$ cat src/rtl/rtg_pkg.sv
package rtg_pkg;

    localparam int DIV_W = 8;   // pixel clock divider field
    localparam int HP_W  = 8;   // horizontal sync/porch fields
    localparam int VP_W  = 8;   // vertical sync/porch fields
    localparam int HA_W  = 11;  // active width field (up to 2048)
    localparam int VA_W  = 10;  // active height field (up to 1024)
    localparam int MV_W  = 8;   // mode interval field

    localparam int HC_W = HA_W + 2;
    localparam int VC_W = VA_W + 2;

    localparam logic [2:0] ADDR_CLK  = 3'd0;
    localparam logic [2:0] ADDR_HOR  = 3'd1;
    localparam logic [2:0] ADDR_VER  = 3'd2;
    localparam logic [2:0] ADDR_SIZE = 3'd3;
    localparam logic [2:0] ADDR_MODE = 3'd4;

    typedef struct packed {
        logic [DIV_W-1:0] div;
        logic             bypass;
        logic             inv_line;
        logic             inv_frame;
        logic [HP_W-1:0]  hsw;
        logic [HP_W-1:0]  hbp;
        logic [HP_W-1:0]  hfp;
        logic [VP_W-1:0]  vsw;
        logic [VP_W-1:0]  vbp;
        logic [VP_W-1:0]  vfp;
        logic [HA_W-1:0]  hact;
        logic [VA_W-1:0]  vact;
        logic [MV_W-1:0]  mval;
    } cfg_t;

endpackage

$ cat src/rtl/rtg_regs.sv
module rtg_regs
    import rtg_pkg::*;
#(
    parameter int ADDR_W = 3,
    parameter int DATA_W = 32
) (
    input  logic              clk_i,
    input  logic              rst_ni,
    input  logic              wr_en_i,
    input  logic [ADDR_W-1:0] wr_addr_i,
    input  logic [DATA_W-1:0] wr_data_i,
    input  logic              load_i,
    output cfg_t              live_o
);

    typedef struct packed {
        cfg_t stage;
        cfg_t live;
    } regs_t;

    regs_t st_d, st_q;

    logic unused_bits;
    assign unused_bits = ^wr_data_i[DATA_W-1:26];

    always_comb begin
        st_d = st_q;
        if (wr_en_i) begin
            case (wr_addr_i)
                ADDR_CLK: begin
                    st_d.stage.div       = wr_data_i[DIV_W-1:0];
                    st_d.stage.bypass    = wr_data_i[8];
                    st_d.stage.inv_line  = wr_data_i[9];
                    st_d.stage.inv_frame = wr_data_i[10];
                end
                ADDR_HOR: begin
                    st_d.stage.hsw = wr_data_i[0  +: HP_W];
                    st_d.stage.hbp = wr_data_i[8  +: HP_W];
                    st_d.stage.hfp = wr_data_i[16 +: HP_W];
                end
                ADDR_VER: begin
                    st_d.stage.vsw = wr_data_i[0  +: VP_W];
                    st_d.stage.vbp = wr_data_i[8  +: VP_W];
                    st_d.stage.vfp = wr_data_i[16 +: VP_W];
                end
                ADDR_SIZE: begin
                    st_d.stage.hact = wr_data_i[0  +: HA_W];
                    st_d.stage.vact = wr_data_i[16 +: VA_W];
                end
                ADDR_MODE: begin
                    st_d.stage.mval = wr_data_i[0 +: MV_W];
                end
                default: ;
            endcase
        end
        // live copy takes the value staged before this edge
        if (load_i) begin
            st_d.live = st_q.stage;
        end
    end

    always_ff @(posedge clk_i or negedge rst_ni) begin
        if (!rst_ni) begin
            st_q <= '0;
        end else begin
            st_q <= st_d;
        end
    end

    assign live_o = st_q.live;

    AST_LIVE_HELD: assert property (@(posedge clk_i) disable iff (!rst_ni)
        !load_i |=> $stable(live_o));

endmodule

$ cat src/rtl/rtg_clkdiv.sv
module rtg_clkdiv
    import rtg_pkg::*;
(
    input  logic             clk_i,
    input  logic             rst_ni,
    input  logic             run_i,
    input  logic [DIV_W-1:0] div_i,
    input  logic             bypass_i,
    output logic             tick_o
);

    localparam int CW = DIV_W + 1;

    logic [CW-1:0] cnt_d, cnt_q;
    logic [CW-1:0] limit;

    always_comb begin
        // divide by 2*(div+1): terminal count is 2*div+1
        limit  = bypass_i ? '0 : {div_i, 1'b1};
        tick_o = run_i && (cnt_q >= limit);
        if (!run_i || tick_o) begin
            cnt_d = '0;
        end else begin
            cnt_d = cnt_q + CW'(1);
        end
    end

    always_ff @(posedge clk_i or negedge rst_ni) begin
        if (!rst_ni) begin
            cnt_q <= '0;
        end else begin
            cnt_q <= cnt_d;
        end
    end

    AST_BYPASS_EVERY: assert property (@(posedge clk_i) disable iff (!rst_ni)
        (run_i && bypass_i) |-> tick_o);

    AST_TICK_GAP: assert property (@(posedge clk_i) disable iff (!rst_ni)
        (run_i && tick_o && !bypass_i) |=> (!tick_o || bypass_i));

endmodule

$ cat src/rtl/rtg_scan.sv
module rtg_scan
    import rtg_pkg::*;
(
    input  logic clk_i,
    input  logic rst_ni,
    input  logic run_i,
    input  logic tick_i,
    input  cfg_t cfg_i,
    output logic line_sync_o,
    output logic frame_sync_o,
    output logic data_en_o,
    output logic mode_o,
    output logic wrap_o
);

    typedef struct packed {
        logic [HC_W-1:0] h;
        logic [VC_W-1:0] v;
        logic [MV_W-1:0] fcnt;
        logic            mode;
    } scan_t;

    scan_t sc_d, sc_q;

    logic [HC_W-1:0] hs_len, hde_s, hde_e, htot;
    logic [VC_W-1:0] vs_len, vde_s, vde_e, vtot;
    logic            h_last, v_last;
    logic            hs_raw, vs_raw;

    logic unused_cfg;
    assign unused_cfg = ^{cfg_i.div, cfg_i.bypass};

    always_comb begin
        // horizontal: every field stored as count-1
        hs_len = HC_W'(cfg_i.hsw) + HC_W'(1);
        hde_s  = HC_W'(cfg_i.hsw) + HC_W'(cfg_i.hbp) + HC_W'(2);
        hde_e  = hde_s + HC_W'(cfg_i.hact) + HC_W'(1);
        htot   = hde_e + HC_W'(cfg_i.hfp) + HC_W'(1);
        // vertical: sync and size count-1, porches raw
        vs_len = VC_W'(cfg_i.vsw) + VC_W'(1);
        vde_s  = vs_len + VC_W'(cfg_i.vbp);
        vde_e  = vde_s + VC_W'(cfg_i.vact) + VC_W'(1);
        vtot   = vde_e + VC_W'(cfg_i.vfp);

        h_last = (sc_q.h == htot - HC_W'(1));
        v_last = (sc_q.v == vtot - VC_W'(1));
        wrap_o = run_i && tick_i && h_last && v_last;

        sc_d = sc_q;
        if (!run_i) begin
            sc_d = '0;
        end else if (tick_i) begin
            if (h_last) begin
                sc_d.h = '0;
                if (v_last) begin
                    sc_d.v = '0;
                    if (sc_q.fcnt == cfg_i.mval) begin
                        sc_d.fcnt = '0;
                        sc_d.mode = !sc_q.mode;
                    end else begin
                        sc_d.fcnt = sc_q.fcnt + MV_W'(1);
                    end
                end else begin
                    sc_d.v = sc_q.v + VC_W'(1);
                end
            end else begin
                sc_d.h = sc_q.h + HC_W'(1);
            end
        end

        hs_raw       = run_i && (sc_q.h < hs_len);
        vs_raw       = run_i && (sc_q.v < vs_len);
        line_sync_o  = hs_raw ^ cfg_i.inv_line;
        frame_sync_o = vs_raw ^ cfg_i.inv_frame;
        data_en_o    = run_i && (sc_q.h >= hde_s) && (sc_q.h < hde_e)
                             && (sc_q.v >= vde_s) && (sc_q.v < vde_e);
        mode_o       = sc_q.mode;
    end

    always_ff @(posedge clk_i or negedge rst_ni) begin
        if (!rst_ni) begin
            sc_q <= '0;
        end else begin
            sc_q <= sc_d;
        end
    end

    AST_H_IN_RANGE: assert property (@(posedge clk_i) disable iff (!rst_ni)
        run_i |-> (sc_q.h < htot));

    AST_V_IN_RANGE: assert property (@(posedge clk_i) disable iff (!rst_ni)
        run_i |-> (sc_q.v < vtot));

    AST_MOVE_ON_TICK: assert property (@(posedge clk_i) disable iff (!rst_ni)
        (run_i && !tick_i) |=> ($stable(sc_q.h) && $stable(sc_q.v)));

    AST_DE_OUTSIDE_SYNC: assert property (@(posedge clk_i) disable iff (!rst_ni)
        data_en_o |-> (!hs_raw && !vs_raw));

    AST_IDLE_LEVELS: assert property (@(posedge clk_i) disable iff (!rst_ni)
        !run_i |-> (!data_en_o && (line_sync_o == cfg_i.inv_line)
                    && (frame_sync_o == cfg_i.inv_frame)));

    AST_MODE_AT_FRAME: assert property (@(posedge clk_i) disable iff (!rst_ni)
        (run_i && !wrap_o) |=> (sc_q.mode == $past(sc_q.mode)));

endmodule

$ cat src/rtl/raster_timing_gen.sv
module raster_timing_gen
    import rtg_pkg::*;
#(
    parameter int ADDR_W = 3,
    parameter int DATA_W = 32
) (
    input  logic              clk_i,
    input  logic              rst_ni,
    input  logic              run_i,
    input  logic              wr_en_i,
    input  logic [ADDR_W-1:0] wr_addr_i,
    input  logic [DATA_W-1:0] wr_data_i,
    output logic              pix_tick_o,
    output logic              line_sync_o,
    output logic              frame_sync_o,
    output logic              data_en_o,
    output logic              mode_o
);

    cfg_t live;
    logic wrap;
    logic load;

    assign load = !run_i || wrap;

    rtg_regs #(
        .ADDR_W (ADDR_W),
        .DATA_W (DATA_W)
    ) u_regs (
        .clk_i     (clk_i),
        .rst_ni    (rst_ni),
        .wr_en_i   (wr_en_i),
        .wr_addr_i (wr_addr_i),
        .wr_data_i (wr_data_i),
        .load_i    (load),
        .live_o    (live)
    );

    rtg_clkdiv u_clkdiv (
        .clk_i    (clk_i),
        .rst_ni   (rst_ni),
        .run_i    (run_i),
        .div_i    (live.div),
        .bypass_i (live.bypass),
        .tick_o   (pix_tick_o)
    );

    rtg_scan u_scan (
        .clk_i        (clk_i),
        .rst_ni       (rst_ni),
        .run_i        (run_i),
        .tick_i       (pix_tick_o),
        .cfg_i        (live),
        .line_sync_o  (line_sync_o),
        .frame_sync_o (frame_sync_o),
        .data_en_o    (data_en_o),
        .mode_o       (mode_o),
        .wrap_o       (wrap)
    );

    AST_IDLE_NO_TICK: assert property (@(posedge clk_i) disable iff (!rst_ni)
        !run_i |-> (!pix_tick_o && !data_en_o));

endmodule

$ cat config.mk
export PLATFORM = sky130hd
export DESIGN_NAME = raster_timing_gen
export DESIGN_NICKNAME = d
export VERILOG_FILES = /design/src/rtl/rtg_pkg.sv /design/src/rtl/rtg_regs.sv /design/src/rtl/rtg_clkdiv.sv /design/src/rtl/rtg_scan.sv /design/src/rtl/raster_timing_gen.sv
export SDC_FILE = /design/constraint.sdc
export NUM_CORES = 1
export LEC_CHECK = 0
export ABC_AREA = 1
export BUFFER_PORTS_ARGS = -buffer_cell sky130_fd_sc_hd__buf_2
export CAP_MARGIN = 0
export CORE_UTILIZATION = 45
export DETAILED_ROUTE_END_ITERATION = 12
export PLACE_DENSITY_LB_ADDON = 0.12
export SLEW_MARGIN = 10
export SYNTH_ARGS = -nofsm -noshare
export SYNTH_HDL_FRONTEND = slang
export SYNTH_HIERARCHICAL = 1
export SYNTH_SLANG_ARGS = --single-unit
$ cat constraint.sdc
create_clock -name clk_i -period 14.3 [get_ports clk_i]
set_input_delay 1.43 -clock clk_i [delete_from_list [all_inputs] [get_ports clk_i]]
set_output_delay 1.43 -clock clk_i [all_outputs]
set_load 0.01 [all_outputs]
Word level (Yosys, flattened, before mapping)
Cells that the tools add are included.

storage, ports and cells
  flip-flop bits (word level) = 219
  output and inout bits = 5
  word-level logic and storage cells = 102

operators by class
  add/sub/neg operators = 18
  magnitude comparators = 7
  equal/unequal tests = 11
  muxes and demuxes = 10
  bitwise gates (word level) = 2
  reduce and logical (&&, ||, !) cells = 23

operators with widths
  kind                                                 count
  two-way mux 34 bit                                   2
  adder 13 x 1 -> 13 bit (second input constant)       3
  two-way mux 9 bit                                    3
  < comparator 13 bit                                  2
  adder 12 x 1 -> 12 bit (second input constant)       2
  adder 12 x 8 -> 12 bit                               2
  < comparator 12 bit                                  2
  two-way mux 21 bit                                   1
  adder 8 x 1 -> 9 bit (second input constant)         2
  adder 13 x 11 -> 13 bit                              1
  adder 13 x 2 -> 13 bit (second input constant)       1
  adder 13 x 8 -> 13 bit                               1
  equality test 13 bit                                 1
  greater-or-equal comparator 13 bit                   1
  two-way mux 13 bit                                   1
  subtractor 13 x 1 -> 13 bit (second input constant)  1
  adder 12 x 10 -> 12 bit                              1
  equality test 12 bit                                 1
  greater-or-equal comparator 12 bit                   1
  two-way mux 12 bit                                   1
  AND reduction 2 bit                                  6
  subtractor 12 x 1 -> 12 bit (second input constant)  1
  logical AND 1 bit                                    10
  adder 8 x 8 -> 9 bit                                 1
  other kinds (16)                                     23

Depth between registers and ports, before layout
  word-level depth = 11
  gate-level depth with buffers = 40

Cells and area by module
Netlist, hierarchy kept.

modules (own cells, without submodules)
  module             times used  cells each  area each (sq um)  sequential area each (sq um)
  rtg_regs           1           851         7607.3             4404.2
  rtg_scan           1           1063        6945.4             850.8
  rtg_clkdiv         1           92          728.2              225.2
  raster_timing_gen  1           2           7.5                0.0

Worst setup path before layout
No wires, ideal clock.

  path kind = register to output
  start = reg u_regs.st_q (netlist bit u_regs/live_o[45])
  end = out data_en_o
  arrival time = 3.830 ns
  setup slack = 9.040 ns
  cell stages (with the launch flop) = 27
  cell sequence = dfrtp_1 buf_4 ha_1 xor2_1 ha_1 nand3_1 nand2_1 a21oi_1 o21bai_1 a21oi_1 o21bai_1 xor2_1 inv_1 ha_1 nand2_1 nor2_1 nand2_1 nand2_1 nand2_1 o21ai_1 inv_1 ha_1 nor3_1 nand3_1 a21oi_1 nand4_1 a21oi_1

on the way
  word-level cells in the longest chain between the ends = 6

RTL lines
  what                        line                     RTL
  start: declaration          rtg_regs.sv:21           regs_t st_d, st_q;
  start signal: assignment    rtg_regs.sv:66           st_q <= st_d;
  adder 8 x 1 -> 9 bit (*)    rtg_scan.sv:40           vs_len = VC_W'(cfg_i.vsw) + VC_W'(1);
  adder 12 x 8 -> 12 bit (*)  rtg_scan.sv:41           vde_s = vs_len + VC_W'(cfg_i.vbp);
  adder 12 x 10 -> 12 bit     rtg_scan.sv:42           vde_e = vde_s + VC_W'(cfg_i.vact) + VC_W'(1);
  adder 12 x 1 -> 12 bit      rtg_scan.sv:42
  < comparator 12 bit         rtg_scan.sv:76           && (sc_q.v >= vde_s) && (sc_q.v < vde_e);
  logical AND 1 bit (*)       rtg_scan.sv:76
  end: declaration            raster_timing_gen.sv:16  output logic data_en_o,

Mark *: on every way between the ends. The rest lies on a longest branch, timed or not.

Final worst setup path
  start = reg u_regs.st_q (netlist bit u_regs/live_o[45])
  end = reg u_regs.st_q (netlist bit u_regs/live_o[17])

on the way
  word-level cells in the longest chain between the ends = 9

RTL lines
  what                         line                     RTL
  adder 8 x 1 -> 9 bit         rtg_scan.sv:40
  adder 12 x 8 -> 12 bit       rtg_scan.sv:41
  adder 12 x 10 -> 12 bit      rtg_scan.sv:42
  adder 12 x 1 -> 12 bit       rtg_scan.sv:42
  adder 12 x 8 -> 12 bit       rtg_scan.sv:43           vtot = vde_e + VC_W'(cfg_i.vfp);
  subtractor 12 x 1 -> 12 bit  rtg_scan.sv:46           v_last = (sc_q.v == vtot - VC_W'(1));
  equality test 12 bit         rtg_scan.sv:46
  logical AND 1 bit            rtg_scan.sv:47           wrap_o = run_i && tick_i && h_last && v_last;
  named net wrap               raster_timing_gen.sv:21  logic wrap;
  logical OR 1 bit             raster_timing_gen.sv:24  assign load = !run_i || wrap;
  named net load               raster_timing_gen.sv:22  logic load;

The timed path passes the listed nets, and every way through them passes these cells.
A chain may end at the register's enable or synchronous reset.

==> results.yml <==
layout:
  syn_to_final_growth_pct: 4.94
  final_nets: 2124
  diodes: 0
  design_area_um2: 16000
  nFillCells: 3408
  drive_gt1_share_pct: 7.59
clocking:
  cts_buffers: 27
  cts_max_level: 1
  cts-root-buf: "clkbuf_16"
  cts_resized: 0
  cts_buffer_depth: 3
  cts_hold_buf: 0
  path_clk_slew_ns: 0.06
  insertion_delay_ns: 0.56
  post_cts_buffers: 0
  cts_sinks: 219
  tritoncts: "built"
power:
  peakVddDrop_mv: 0.122
  p_leak_nw: 8.45
  powerDensity_nw_per_um2: 203
drt:
  dr_total_vias: 11870
  vias_per_cell: 4.92
  wire_per_inst_um: 15.1
  firstDrtPassIters: 5
  wl_um: 36400
  ant_nets: 0
  drt_iter0_drc: 589
  drc: 0
timing:
  maxSlewHeadroom_pct: 31.2
  setup-tns-final_ns: 0
  report.final.slew_viol_count: 0
  hold_ws_ns: 0.468
  layout_min_cycle_time_ns: 6.83
  rsz0062_at_grt: "no"
  fmax_mhz: 146
  hold_violations: 0
  finalSetupViolCount: 0
  fin_worst_skew_ns: 0.0122
  worst_pin_slew_ns: 1.03
  finalCritPeriodShare_pct: 47.8
setup_path:
  endpoint_kind: "flop"
  criticalPathCategory: "reg2reg"
  start_kind: "flop"
  r2r-start: "u_regs/live_o[45]"
  path_max_fanout: 92
  r2r_slack_ns: 7.47
  r2r-end: "u_regs/live_o[17]"
  rr_worst_depth: 36
  worstPathArrival_ns: 7.31
  crit_path_frequent_cell: "nand2_1"
  slowest_delay_ns: 0.70
  required_ns: 14.78
  cpMaxStageDelayCell: "buf_4"
logic_synthesis:
  syn-num-nets: 2189
  synthArstFlopShare_pct: 100
  synth_common_cells: "nand2_1 (571), inv_1 (296), dfrtp_1 (219), nand3_1 (152), ha_1 (136)"
  synth_most_common_cell: "nand2_1"
  synth_seq_area_share_pct: 35.8
  synthFlopType: "dfrtp_1"
  ys_warn_count: 6
  syn_avg_cell_area_um2: 7.61
  syn_area_um2: 15300
  synth.area.top_cells: "dfrtp_1 (36%), nand2_1 (14%), ha_1 (11%)"
  ys_seq_elements: 219
  synth-edff-count: 0
  synthDistinctLibCells: 46
  synth_top_cell_area_share_pct: 35.8
  syn_inst: 2008
  yosys.area.top_type: "dfrtp_1"
global_route:
  grt_overflow: 0
  groute.usage.overall_pct: 21.5
  grt_pass1_wl_um: 60200
  grt_max_degree: 93
  grt_pass1_vias: 11331
  antenna_found_initial: 0
floorplanning:
  pin_count: 44
  design.core.area_um2: 33400
  die_w_um: 186
  num_rows: 67
  die_area_um2: 34700
  die_height_um: 186
  start_util_pct: 45.7
place:
  gp_congestion: 0.865
  place.port_buffers: 37
  place_area_um2: 15100
  place_hpwl_um: 26800
min_path:
  worst_hold_path_type: "reg2reg"
  hold_start: "u_regs/st_q[171]"
  min_path_cells: 2
  hold-path-endpoint: "u_regs/st_q[171]"
outcome:
  outcome: "complete, no violations"
flow_run:
  max_cap_viol_count: 0
==> registers in the layout (all words and copies together), names as in the netlist <==
name            cells
u_regs/live_o      88
u_scan/mode_o       1
u_clkdiv/cnt_q      9
u_scan/sc_q        33
u_regs/st_q        88
==> routing by layer <==
metal / wire, µm / track usage (%) / vias up
li1: - / - / 6144
met3: 1400 / 2.24 / 35
met2: 15400 / 32.9 / 165
met5: 0 / 0 / -
met1: 19000 / 32.7 / 5526
met4: 601 / 3.88 / 0
==> power by group <==
| group | internal [mW] | switching [mW] | total, mW | leakage (nW) |
|---|---|---|---|---|
| clock | 0.416 | 0.282 | 0.698 | 0.444 |
| combinational | 0.664 | 1.09 | 1.75 | 5.18 |
| sequential | 0.719 | 0.0834 | 0.802 | 2.83 |
==> placed cells by master, fill, tap and decap left out, drive strengths merged <==
master    count
nand3b       13
nor4          7
a21oi        61
o31ai         3
nand2       584
clkinvlp      2
a31oi         2
o22ai         1
a21boi        2
and3          2
buf          43
ha          136
inv         306
dfrtp       219
a21o          5
or2           5
and2          1
o2111ai       2
xor2         60
bufinv        2
xnor2        22
nor2         98
o21ai       124
a2111oi       1
nor3         14
nand4        24
o211ai        3
nor3b         2
clkbuf       38
o21bai        9
clkinv        9
fa            6
nand3       157
==> stage by stage <==
step	std cells	total power, mW	utilization (%)	setup slack [ns]
after global placement	2362	2.52	45.2	7.50
after CTS	2411	3.27	48.0	7.42
after floorplan	2008	2.25	-	9.04
after global routing	2411	3.60	48.0	6.63
final	2411	3.25	48.0	7.47
after detailed placement	2362	2.55	45.2	7.46
==> kinds of logic after synthesis <==
group	Yosys count	share of synthesized area, %
buffers and inverters	445	13.9
adders and majority gates	142	11.9
and+or+nand+nor	907	25.9
AOI/OAI and AO/OA	213	7.77
DFF	219	35.8
xor gates and xnor gates	82	4.70
==> critical path, delay by kind of cell, from the launching register on <==
| family | cells | cell delay (ns) |
|---|---|---|
| xor+xnor | 4 | 0.84 |
| fa+ha+maj | 4 | 1.34 |
| buf+inv | 5 | 0.93 |
| flops | 1 | 0.43 |
| compound gates | 5 | 0.83 |
| simple gates | 18 | 2.29 |
==> layout make-up <==
| cell class | count | area (µm²) | area share (%) |
|---|---|---|---|
| Multi-Input combinational cell | 1344 | 7700 | 48.0 |
| Sequential cell | 219 | 5480 | 34.2 |
| Inverter | 308 | 1160 | 7.21 |
| Clock buffer | 38 | 777 | 4.84 |
| Tap cell | 448 | 561 | 3.49 |
| Timing Repair Buffer | 43 | 240 | 1.50 |
| Clock inverter | 11 | 133 | 0.827 |
==> worst max-delay path by stage <==
stage	depth (start not counted)	end	start
6_report	36	u_regs/live_o[17]	u_regs/live_o[45]
5_1_grt	36	u_regs/live_o[17]	u_regs/live_o[45]
4_1_cts	36	u_regs/live_o[17]	u_regs/live_o[45]
3_5_place_dp	36	u_regs/live_o[17]	u_regs/live_o[45]
3_3_place_gp	36	u_regs/live_o[17]	u_regs/live_o[45]
2_1_floorplan	26	data_en_o	u_regs/live_o[45]
Note: power is estimated with default switching activity, not from simulation.
